==> config.mk <==
export PLATFORM = sky130hd
export DESIGN_NAME = pred_wb_mask
export DESIGN_NICKNAME = d
export VERILOG_FILES = /design/src/rtl/pwm_pkg.sv /design/src/rtl/pwm_expand.sv /design/src/rtl/pwm_apply.sv /design/src/rtl/pwm_out_reg.sv /design/src/rtl/pred_wb_mask.sv
export SDC_FILE = /design/constraint.sdc
export NUM_CORES = 1
export LEC_CHECK = 0
export ABC_AREA = 1
export BUFFER_PORTS_ARGS = -buffer_cell sky130_fd_sc_hd__buf_4
export CORE_UTILIZATION = 55
export CTS_BUF_LIST = sky130_fd_sc_hd__clkbuf_2 sky130_fd_sc_hd__clkbuf_4 sky130_fd_sc_hd__clkbuf_8
export DETAILED_ROUTE_END_ITERATION = 16
export MAX_ROUTING_LAYER = met4
export PLACE_DENSITY = 0.86
export SYNTH_ARGS = -nofsm -noshare
export SYNTH_HDL_FRONTEND = slang
export SYNTH_HIERARCHICAL = 1
export SYNTH_SLANG_ARGS = --single-unit
==> constraint.sdc <==
create_clock -name clk_i -period 3.1 [get_ports clk_i]
set_input_delay 0.155 -clock clk_i [delete_from_list [all_inputs] [get_ports clk_i]]
set_output_delay 0.155 -clock clk_i [all_outputs]
set_load 0.01 [all_outputs]
==> src/rtl/pwm_pkg.sv <==
package pwm_pkg;
  localparam int BYTE_W = 8;

  typedef enum logic [1:0] {
    EW_64 = 2'b00,
    EW_32 = 2'b01,
    EW_16 = 2'b10,
    EW_8  = 2'b11
  } elem_w_e;
endpackage

==> src/rtl/pwm_expand.sv <==
module pwm_expand #(
  parameter int NBYTE  = 8,
  parameter int WSEL_W = 2
) (
  input  logic [WSEL_W-1:0] width_i,
  input  logic [NBYTE-1:0]  pred_i,
  input  logic              inv_i,
  output logic [NBYTE-1:0]  byte_en_o
);
  localparam int LG = $clog2(NBYTE);

  logic [NBYTE-1:0] eff_pred;
  assign eff_pred = pred_i ^ {NBYTE{inv_i}};

  // width code k: elements of NBYTE>>k bytes, byte b in element b>>(LG-k)
  for (genvar b = 0; b < NBYTE; b++) begin : g_byte
    logic en;
    always_comb begin
      en = eff_pred[0];
      for (int k = 0; k <= LG; k++) begin
        if (width_i == WSEL_W'(k)) en = eff_pred[b >> (LG - k)];
      end
    end
    assign byte_en_o[b] = en;
  end
endmodule

==> src/rtl/pwm_apply.sv <==
module pwm_apply #(
  parameter int NBYTE = 8
) (
  input  logic                           zero_mode_i,
  input  logic [NBYTE-1:0]               byte_en_i,
  input  logic [NBYTE*pwm_pkg::BYTE_W-1:0] data_i,
  output logic [NBYTE*pwm_pkg::BYTE_W-1:0] wdata_o,
  output logic [NBYTE-1:0]               wbe_o
);
  localparam int BW = pwm_pkg::BYTE_W;

  for (genvar b = 0; b < NBYTE; b++) begin : g_byte
    assign wdata_o[b*BW +: BW] = (zero_mode_i && !byte_en_i[b]) ? '0 : data_i[b*BW +: BW];
  end

  // merging mode: gating enables is the whole job
  assign wbe_o = zero_mode_i ? {NBYTE{1'b1}} : byte_en_i;
endmodule

==> src/rtl/pwm_out_reg.sv <==
module pwm_out_reg #(
  parameter int NBYTE = 8
) (
  input  logic                           clk_i,
  input  logic                           rst_ni,
  input  logic                           valid_i,
  output logic                           ready_o,
  input  logic [NBYTE*pwm_pkg::BYTE_W-1:0] wdata_i,
  input  logic [NBYTE-1:0]               wbe_i,
  output logic                           valid_o,
  input  logic                           ready_i,
  output logic [NBYTE*pwm_pkg::BYTE_W-1:0] wdata_o,
  output logic [NBYTE-1:0]               wbe_o
);
  localparam int DW = NBYTE * pwm_pkg::BYTE_W;

  logic          valid_q;
  logic [DW-1:0] wdata_q;
  logic [NBYTE-1:0] wbe_q;
  logic          load;

  assign ready_o = ready_i || !valid_q;
  assign load    = valid_i && ready_o;

  always_ff @(posedge clk_i or negedge rst_ni) begin
    if (!rst_ni) begin
      valid_q <= 1'b0;
      wdata_q <= '0;
      wbe_q   <= '0;
    end else begin
      if (load) begin
        valid_q <= 1'b1;
        wdata_q <= wdata_i;
        wbe_q   <= wbe_i;
      end else if (ready_i) begin
        valid_q <= 1'b0;
      end
    end
  end

  assign valid_o = valid_q;
  assign wdata_o = wdata_q;
  assign wbe_o   = valid_q ? wbe_q : '0;


  idle_no_enable_chk: assert property (@(posedge clk_i) disable iff (!rst_ni)
    !valid_o |-> (wbe_o == '0));


  accept_valid_chk: assert property (@(posedge clk_i) disable iff (!rst_ni)
    (valid_i && ready_o) |=> valid_o);


  stall_hold_chk: assert property (@(posedge clk_i) disable iff (!rst_ni)
    (valid_o && !ready_i) |=> (valid_o && $stable(wdata_o) && $stable(wbe_o)));
endmodule

==> src/rtl/pred_wb_mask.sv <==
module pred_wb_mask #(
  parameter int DATA_W = 64,
  localparam int NBYTE  = DATA_W / pwm_pkg::BYTE_W,
  localparam int LG     = $clog2(NBYTE),
  localparam int WSEL_W = $clog2(LG + 1)
) (
  input  logic              clk_i,
  input  logic              rst_ni,
  input  logic              valid_i,
  output logic              ready_o,
  input  logic [WSEL_W-1:0] width_i,
  input  logic [NBYTE-1:0]  pred_i,
  input  logic              pred_inv_i,
  input  logic              zero_mode_i,
  input  logic [DATA_W-1:0] data_i,
  output logic              valid_o,
  input  logic              ready_i,
  output logic [DATA_W-1:0] wdata_o,
  output logic [NBYTE-1:0]  wbe_o
);
  logic [NBYTE-1:0]  byte_en;
  logic [DATA_W-1:0] mdata;
  logic [NBYTE-1:0]  mbe;

  pwm_expand #(.NBYTE(NBYTE), .WSEL_W(WSEL_W)) u_expand (
    .width_i  (width_i),
    .pred_i   (pred_i),
    .inv_i    (pred_inv_i),
    .byte_en_o(byte_en)
  );

  pwm_apply #(.NBYTE(NBYTE)) u_apply (
    .zero_mode_i(zero_mode_i),
    .byte_en_i  (byte_en),
    .data_i     (data_i),
    .wdata_o    (mdata),
    .wbe_o      (mbe)
  );

  pwm_out_reg #(.NBYTE(NBYTE)) u_out (
    .clk_i  (clk_i),
    .rst_ni (rst_ni),
    .valid_i(valid_i),
    .ready_o(ready_o),
    .wdata_i(mdata),
    .wbe_i  (mbe),
    .valid_o(valid_o),
    .ready_i(ready_i),
    .wdata_o(wdata_o),
    .wbe_o  (wbe_o)
  );


  zero_all_enable_chk: assert property (@(posedge clk_i) disable iff (!rst_ni)
    (valid_i && ready_o && zero_mode_i) |=> (wbe_o == '1));


  full_word_uniform_chk: assert property (@(posedge clk_i) disable iff (!rst_ni)
    (valid_i && ready_o && width_i == '0) |=>
      ($countones(wbe_o) == 0 || $countones(wbe_o) == NBYTE));
endmodule

-- Yosys cells after proc, flatten, opt, wreduce, memory -nomap -nowiden
Index checks and enable logic that the tools add are counted.
- register bits: 73
- word-level logic and storage cells: 50
- output and inout port bits: 74
- input bits: 80
- equality and inequality tests: 3
- bitwise gates (word level): 1
- reductions and logical operators: 20
- multiplexer cells: 23
- operators with widths (kind ; count):
    2-to-1 mux 8 bit ; 10
    2-to-1 mux 1 bit ; 13
    logical AND 1 bit ; 9
    zero test 1 bit ; 9
    bitwise XOR 8 bit ; 1
    equality test 2 bit, second input constant ; 2
    equality test 2 x 1 -> 1 bit, second input constant ; 1
    nonzero test 2 bit ; 1
    logical OR 1 bit ; 1

-- Depth between registers and ports, before layout
Gate-level depths: netlist of run 1.
- word-level depth: 7
- mapped depth: 12
- depth with buffers taken out: 11

-- Cells and area by module
The synthesis of run 1 kept the hierarchy.
- modules (own cells, without submodules) (module ; cells an instance ; instances ; area an instance (µm²) ; seq. area each (µm²)):
    pwm_out_reg ; 333 ; 1 ; 3414.5 ; 1826.8
    pwm_apply ; 152 ; 1 ; 884.6 ; 0.0
    pwm_expand ; 56 ; 1 ; 290.3 ; 0.0

-- Worst setup path after synthesis of run 1
Ideal clock, no wire load.
- path kind: in2reg
- start point: input pred_inv_i
- end point: register u_out.wdata_q[39] (netlist: u_out/wdata_o[39])
- slack: 1.759 ns
- arrival: 1.224 ns
- setup time: 0.117 ns
- path buffers: 2
- stages on the path: 11
- required time: 2.983 ns
- cells stage by stage: buf_6 > or2_1 > nand3_1 > nand3_1 > nand2_1 > nand2_1 > buf_4 > inv_2 > a21oi_1 > nand3_2 > nand2_1
- word-level cells in the longest chain between the ends: 7
- RTL lines (element ; RTL line ; RTL):
    start: declaration ; pred_wb_mask.sv:13 ; input logic pred_inv_i,
    bitwise XOR 8 bit * ; pwm_expand.sv:13 ; assign eff_pred = pred_i ^ {NBYTE{inv_i}};
    2-to-1 mux 1 bit (2 in series) ; pwm_expand.sv:21 ; if (width_i == WSEL_W'(k)) en = eff_pred[b >> (LG - k)];
    2-to-1 mux 1 bit * ; pwm_expand.sv:21 ;
    net u_expand.g_byte[4].en ; pwm_expand.sv:17 ; logic en;
    zero test 1 bit * ; pwm_apply.sv:13 ; assign wdata_o[b*BW +: BW] = (zero_mode_i && !byte_en_i[b]) ? '0 : data_i[b*BW +: BW];
    logical AND 1 bit * ; pwm_apply.sv:13 ;
    2-to-1 mux 8 bit * ; pwm_apply.sv:13 ;
    net mdata[39] ; pred_wb_mask.sv:22 ; logic [DATA_W-1:0] mdata;
    end signal: assignment ; pwm_out_reg.sv:33 ; wdata_q <= wdata_i;
    end: declaration ; pwm_out_reg.sv:18 ; logic [DW-1:0] wdata_q;
Mark *: on every way through the listed nets, which the timed path passes. The rest lies on a longest branch.
A chain may end at the register's enable or synchronous reset.

-- Final worst setup path of run 1
- start point: register u_out.valid_q (netlist: u_out/valid_o)
- end point: register u_out.wdata_q[3] (netlist: u_out/wdata_o[3])
- word-level cells in the longest chain between the ends: 3
- RTL lines (element ; RTL line ; RTL):
    start: declaration ; pwm_out_reg.sv:17 ; logic valid_q;
    start signal: assignment ; pwm_out_reg.sv:27 ; valid_q <= 1'b0;
    start signal: assignment ; pwm_out_reg.sv:32 ; valid_q <= 1'b1;
    start signal: assignment ; pwm_out_reg.sv:36 ; valid_q <= 1'b0;
    zero test 1 bit ; pwm_out_reg.sv:22 ; assign ready_o = ready_i || !valid_q;
    logical OR 1 bit ; pwm_out_reg.sv:22 ;
    logical AND 1 bit ; pwm_out_reg.sv:23 ; assign load = valid_i && ready_o;
Every way passes these cells.

==> reports/metrics.yaml, run 1 <==
outcome:
  outcome: "complete, no violations"
critical_path:
  critPathKind: "register to register"
  reg2reg_from: "u_out/valid_o"
  worst-r2r-cell-count: 4
  r2r_slack_ns: 1.06
  start_kind: "register"
  critPathRequiredTime_ns: 3.33
  arrival_ns: 2.27
  critPathMaxFanout: 75
  end_kind: "register"
  r2r_end: "u_out/wdata_o[3]"
logic_synthesis:
  syn_avg_cell_area_um2: 8.48
  synth-warning-count: 6
  synth_area_mm2: 0.00459
  synth.ff_latch_count: 73
  synth-main-ff-cell: "dfrtp_1"
  ys_types: 22
  ys_seq_area_share_pct: 39.8
  synth-edff-count: 0
  syn_nets: 621
  synth_common_cells: "182 x nand2_1, 80 x inv_1, 73 x dfrtp_1, 60 x nand3_2, 50 x a21oi_2"
  synthCells: 541
  synth.most_common_cell: "nand2_1"
  netlist.area_leader.share_pct: 39.8
  async_flop_share_pct: 100
  ys_top_cells_by_area: "dfrtp_1 40%, nand2_1 15%, nand3_2 13%, a21oi_2 9.5%, inv_1 6.5%"
  yosys.area.top_type: "dfrtp_1"
clock_tree:
  cts-root-buf: "clkbuf_8"
  cts_tree: "done"
  ctsHoldBuffers: 1
  h-tree-depth: 3
  cts-buffers-inserted: 9
  insertion_delay_ns: 0.34
  cts_resized: 0
  postCtsSetupBuffers: 0
  clk_path_buf_depth: 2
  cts.sinks: 73
  clk_pin_slew_ns: 0.08
global_routing:
  grt_first_pass_wirelength_um: 17600
  grt_use_met2_pct: 40.7
  grt_use_met3_pct: 4.31
  grt_max_degree: 76
  grt_pass1_vias: 3771
  grt_use_total_pct: 26.5
  top_usage_layer: "met2"
  grtUsageMet1_pct: 33.8
  antenna_found_initial: 0
  overflow: 0
min_path:
  holdCritStartpoint: "data_i[7]"
  hold_end: "u_out/wdata_o[7]"
  worstHoldPathCells: 5
  hold_path.class: "input pin to register"
routing:
  via_count: 3984
  wire_per_inst_um: 14.3
  ant_nets: 0
  detail_route.first_pass.iterations: 4
  finalWirelength_um: 11100
  vias_per_cell: 5.14
  drc: 0
  drt-initial-drc-count: 262
pwr:
  powerDensity_mw_per_mm2: 529
  total_power_mw: 3.04
  vdd_drop_max_mv: 0.270
  leakagePower_nw: 3.25
die:
  io_pins: 154
  fp.dieH_um: 93.3
  std_cell_rows: 32
  die_w_um: 93.3
  initial_utilization_pct: 58.2
  core_mm2: 0.00789
  die-area_mm2: 0.00871
placement:
  dp_worst_setup_slack_ns: 1.13
  finalWeightedCongestion: 0.800
  portBuffers: 153
  hpwlAfterDp_um: 7410
finish:
  antennaDiodeCount: 0
  areaGrowthSynthToFinish_pct: 25.2
  layout-drive-gt1-share_pct: 43.2
  final_nets: 748
job:
  max_cap_violations: 0
timing:
  rsz0062_at_grt: "false"
  hold_violations: 0
  final_max_slew_viol_count: 0
  clock_skew_ns: 0.00833
  worst_pin_slew_ns: 0.944
  fin_hold_ws_ns: 0.140
  setup_ws_ns: 1.06
  slew_headroom_pct: 37.1
  fmax_mhz: 490
  setup_viol: 0
  tns_ns: 0
  final.period_utilization_pct: 65.8
  min_period_ns: 2.04
worst max-delay path by stage:
stage,start,endpoint,slack (ns)
after floorplan,pred_inv_i,u_out/wdata_o[39],1.76
after global placement,u_out/valid_o,u_out/wdata_o[53],1.20
after detailed placement,u_out/valid_o,u_out/wdata_o[3],1.13
after CTS,u_out/valid_o,u_out/wdata_o[44],1.11
after global routing,u_out/valid_o,u_out/wbe_q[6],0.97
final,u_out/valid_o,u_out/wdata_o[3],1.06
worst max-delay path, cell delays in order, from the launching register on:
cell and delay (ns):
dfrtp_1 0.55, nand2_8 0.56, nand2_8 0.44, nand2_1 0.17, nand2_1 0.08
where the power goes:
part / internal, mW / total (mW) / switching, mW
Sequential: 1.09 / 1.18 / 0.0905
Combinational: 0.372 / 0.844 / 0.472
Clock: 0.659 / 1.01 / 0.354
kinds of logic (layout without fill, tap and decap cells):
kind of cell              after synthesis  after routing  share of synthesized area [%]
and+or+nand+nor                       268            268                           31.5
DFF                                    73             73                           39.8
AOI/OAI and AO/OA                      66             66                           11.3
xor gates and xnor gates                5              5                          0.954
buffers and inverters                 129            261                           16.4
cell type report:
class	instances	area, µm²
fill	606	2140
multi-input combinational	339	2010
sequential	73	1830
timing repair buffer	156	1170
inverter	89	334
clock buffer	11	151
tap	102	128
clock inverter	5	125
per-layer routing:
layer	share of wire [%]	wire [µm]
met3	5.8	648
met1	42	4620
met2	49	5450
met4	3.3	368
met5	0	0
registers in the layout, indices dropped and copies added (netlist names):
| name | flops |
|---|---|
| u_out/valid_o | 1 |
| u_out/wdata_o | 64 |
| u_out/wbe_q | 8 |
cell usage in the layout (no fill, tap or decap), types with 2 or more instances in the layout:
master and instances:
nand3_1 20, nand2_8 2, xor2_1 4, inv_2 8, a21oi_2 50, a21oi_1 14, buf_4 155, nand3_2 60
clkbuf_8 11, nand2_1 182, inv_1 80, or2_1 2, bufinv_16 4, dfrtp_1 73
stage by stage:
step	util, %	cell area, µm²	std cells
after floorplan	-	4590	541
after global placement	69.2	5460	758
after detailed placement	69.2	5460	758
after CTS	72.9	5750	775
after global routing	72.9	5750	775
final	72.9	5750	775
No activity file was read; power rests on OpenSTA's default activity.
==> run 2: changes to the inputs <==
--- a/config.mk
+++ b/config.mk
@@ -7,11 +7,11 @@
 export LEC_CHECK = 0
 export ABC_AREA = 1
 export BUFFER_PORTS_ARGS = -buffer_cell sky130_fd_sc_hd__buf_4
-export CORE_UTILIZATION = 55
+export CORE_UTILIZATION = 48
 export CTS_BUF_LIST = sky130_fd_sc_hd__clkbuf_2 sky130_fd_sc_hd__clkbuf_4 sky130_fd_sc_hd__clkbuf_8
 export DETAILED_ROUTE_END_ITERATION = 16
 export MAX_ROUTING_LAYER = met4
-export PLACE_DENSITY = 0.86
+export PLACE_DENSITY = 0.8
 export SYNTH_ARGS = -nofsm -noshare
 export SYNTH_HDL_FRONTEND = slang
 export SYNTH_HIERARCHICAL = 1
==> constraint.sdc (replaced) <==
create_clock -name clk_i -period 1.7 [get_ports clk_i]
set_input_delay 0.085 -clock clk_i [delete_from_list [all_inputs] [get_ports clk_i]]
set_output_delay 0.085 -clock clk_i [all_outputs]
set_load 0.01 [all_outputs]
==> run 2 against run 1 <==
Net effect:
- via count is 2.9% lower
- routed wire length is 1.8% lower
- sequential power is 81% higher
- critical endpoint is now u_out/wdata_o[27]
==> reports/metrics.yaml, run 2 (synthesis gave the netlist of run 1 again) <==
pwr:
  p_sw_mw: 1.68
  power_frac_comb_pct: 30.0
  p_seq_share_pct: 40.9
  total_power_mw: 5.23
  powerDensity_mw_per_mm2: 901
  clkPwrFrac_pct: 29.1
  leakagePower_nw: 3.26
  p_sw_share_pct: 32.1
  vdd_drop_max_mv: 0.356
  intPower_mw: 3.55
timing:
  final_max_slew_viol_count: 0
  final.period_utilization_pct: 84.5
  hold_violations: 0
  slew_headroom_pct: 69.5
  fin_hold_ws_ns: 0.0644
  setup_viol: 0
  tns_ns: 0
  clock_skew_ns: 0.00684
  min_period_ns: 1.44
  rsz0062_at_grt: "false"
  fmax_mhz: 696
  worst_pin_slew_ns: 0.456
clock_tree:
  h-tree-depth: 3
  cts_resized: 0
  clk_path_buf_depth: 2
  clk_pin_slew_ns: 0.08
  insertion_delay_ns: 0.35
  cts_tree: "done"
  cts-buffers-inserted: 9
  cts.sinks: 73
  cts-root-buf: "clkbuf_8"
critical_path:
  critPathKind: "register to register"
  reg2reg_from: "u_out/valid_o"
  critical_path.startpoint: "u_out/valid_o"
  critPathRequiredTime_ns: 1.93
  start_kind: "register"
  arrival_ns: 1.66
  r2r_slack_ns: 0.26
  critPathMaxFanout: 73
  end_kind: "register"
die:
  fp.dieH_um: 99.8
  die-area_mm2: 0.00996
  std_cell_rows: 35
  die_w_um: 99.8
  io_pins: 154
  core_mm2: 0.00924
  initial_utilization_pct: 49.7
routing:
  wire_per_inst_um: 13.5
  ant_nets: 0
  via_count: 3870
  drt-initial-drc-count: 127
  drc: 0
  detail_route.first_pass.iterations: 4
  finalWirelength_um: 10900
  met3WireLength_um: 427
  wl_met2_um: 5420
  dr.max_layer_used: "met4"
  met1_length_um: 4940
  vias_per_cell: 4.80
finish:
  largest_register_ffs: 64
  final_cell_mix: "182 x nand2_1, 156 x buf_4, 80 x inv_1"
  final_common_cell: "nand2_1"
  fin_area_mm2: 0.00581
  antennaDiodeCount: 0
  final_cells: 806
  areaGrowthSynthToFinish_pct: 26.6
  final_nets: 753
  layout-drive-gt1-share_pct: 43.6
global_routing:
  antenna_found_initial: 0
  grt_pass1_vias: 3821
  grt_first_pass_wirelength_um: 18100
  grt_use_total_pct: 23.6
  grt_max_degree: 74
  overflow: 0
min_path:
  holdCritStartpoint: "data_i[0]"
  hold_path.class: "input pin to register"
job:
  max_cap_violations: 0
placement:
  portBuffers: 153
  hpwlAfterDp_um: 7480
  placed_area_mm2: 0.00558
  post-place-cells: 790
  finalWeightedCongestion: 0.920
outcome:
  outcome: "complete, no violations"
==> run 2: final timing paths <==
path,endpoint,cells after the start
min in group asynchronous,u_out/wdata_o[36],3
max reg2reg,u_out/wdata_o[27],4
max in group asynchronous,u_out/wdata_o[7],3
min reg2reg,u_out/wbe_q[0],2
max,u_out/wdata_o[27],4
min,u_out/wdata_o[0],5
==> run 2: worst max-delay path, cell delays in order, from the launching register on <==
cell     delay (ns)
dfrtp_1        0.44
nand2_8        0.28
nand2_8        0.35
nand2_1        0.17
nand2_1        0.06
==> run 2: metal layers <==
layer / vias up / track usage [%]
li1: 1915 / -
met1: 1838 / 30.5
met2: 108 / 38.6
met3: 9 / 3.83
met4: 0 / 6.33
met5: - / -
==> run 2: layout make-up <==
class / instances / area (µm²)
fill: 795 / 3430
multi-input combinational: 339 / 2010
sequential: 73 / 1830
timing repair buffer: 161 / 1260
inverter: 89 / 334
tap: 129 / 161
clock buffer: 10 / 138
clock inverter: 5 / 78.8
==> run 2: what timing repair did <==
action,CTS,global route
endpoints found under the hold margin,73,0
setup buffers,0,0
hold buffers,1,0
==> run 2: metrics by stage <==
step / utilization, % / worst slack, ns
floorplan: - / 0.429
global placement: 60.4 / 0.261
detailed placement: 60.4 / 0.215
CTS: 62.9 / 0.275
global route: 62.9 / 0.142
finish: 62.9 / 0.263
==> run 2: power groups by stage <==
| stage | clock (mW) | sequential [mW] | combinational, mW |
|---|---|---|---|
| 2_1_floorplan | 0 | 2.26 | 0.844 |
| 3_3_place_gp | 0 | 2.16 | 1.54 |
| 3_5_place_dp | 0 | 2.17 | 1.58 |
| 4_1_cts | 1.55 | 2.14 | 1.58 |
| 5_1_grt | 1.63 | 2.17 | 1.72 |
| 6_report | 1.52 | 2.14 | 1.57 |
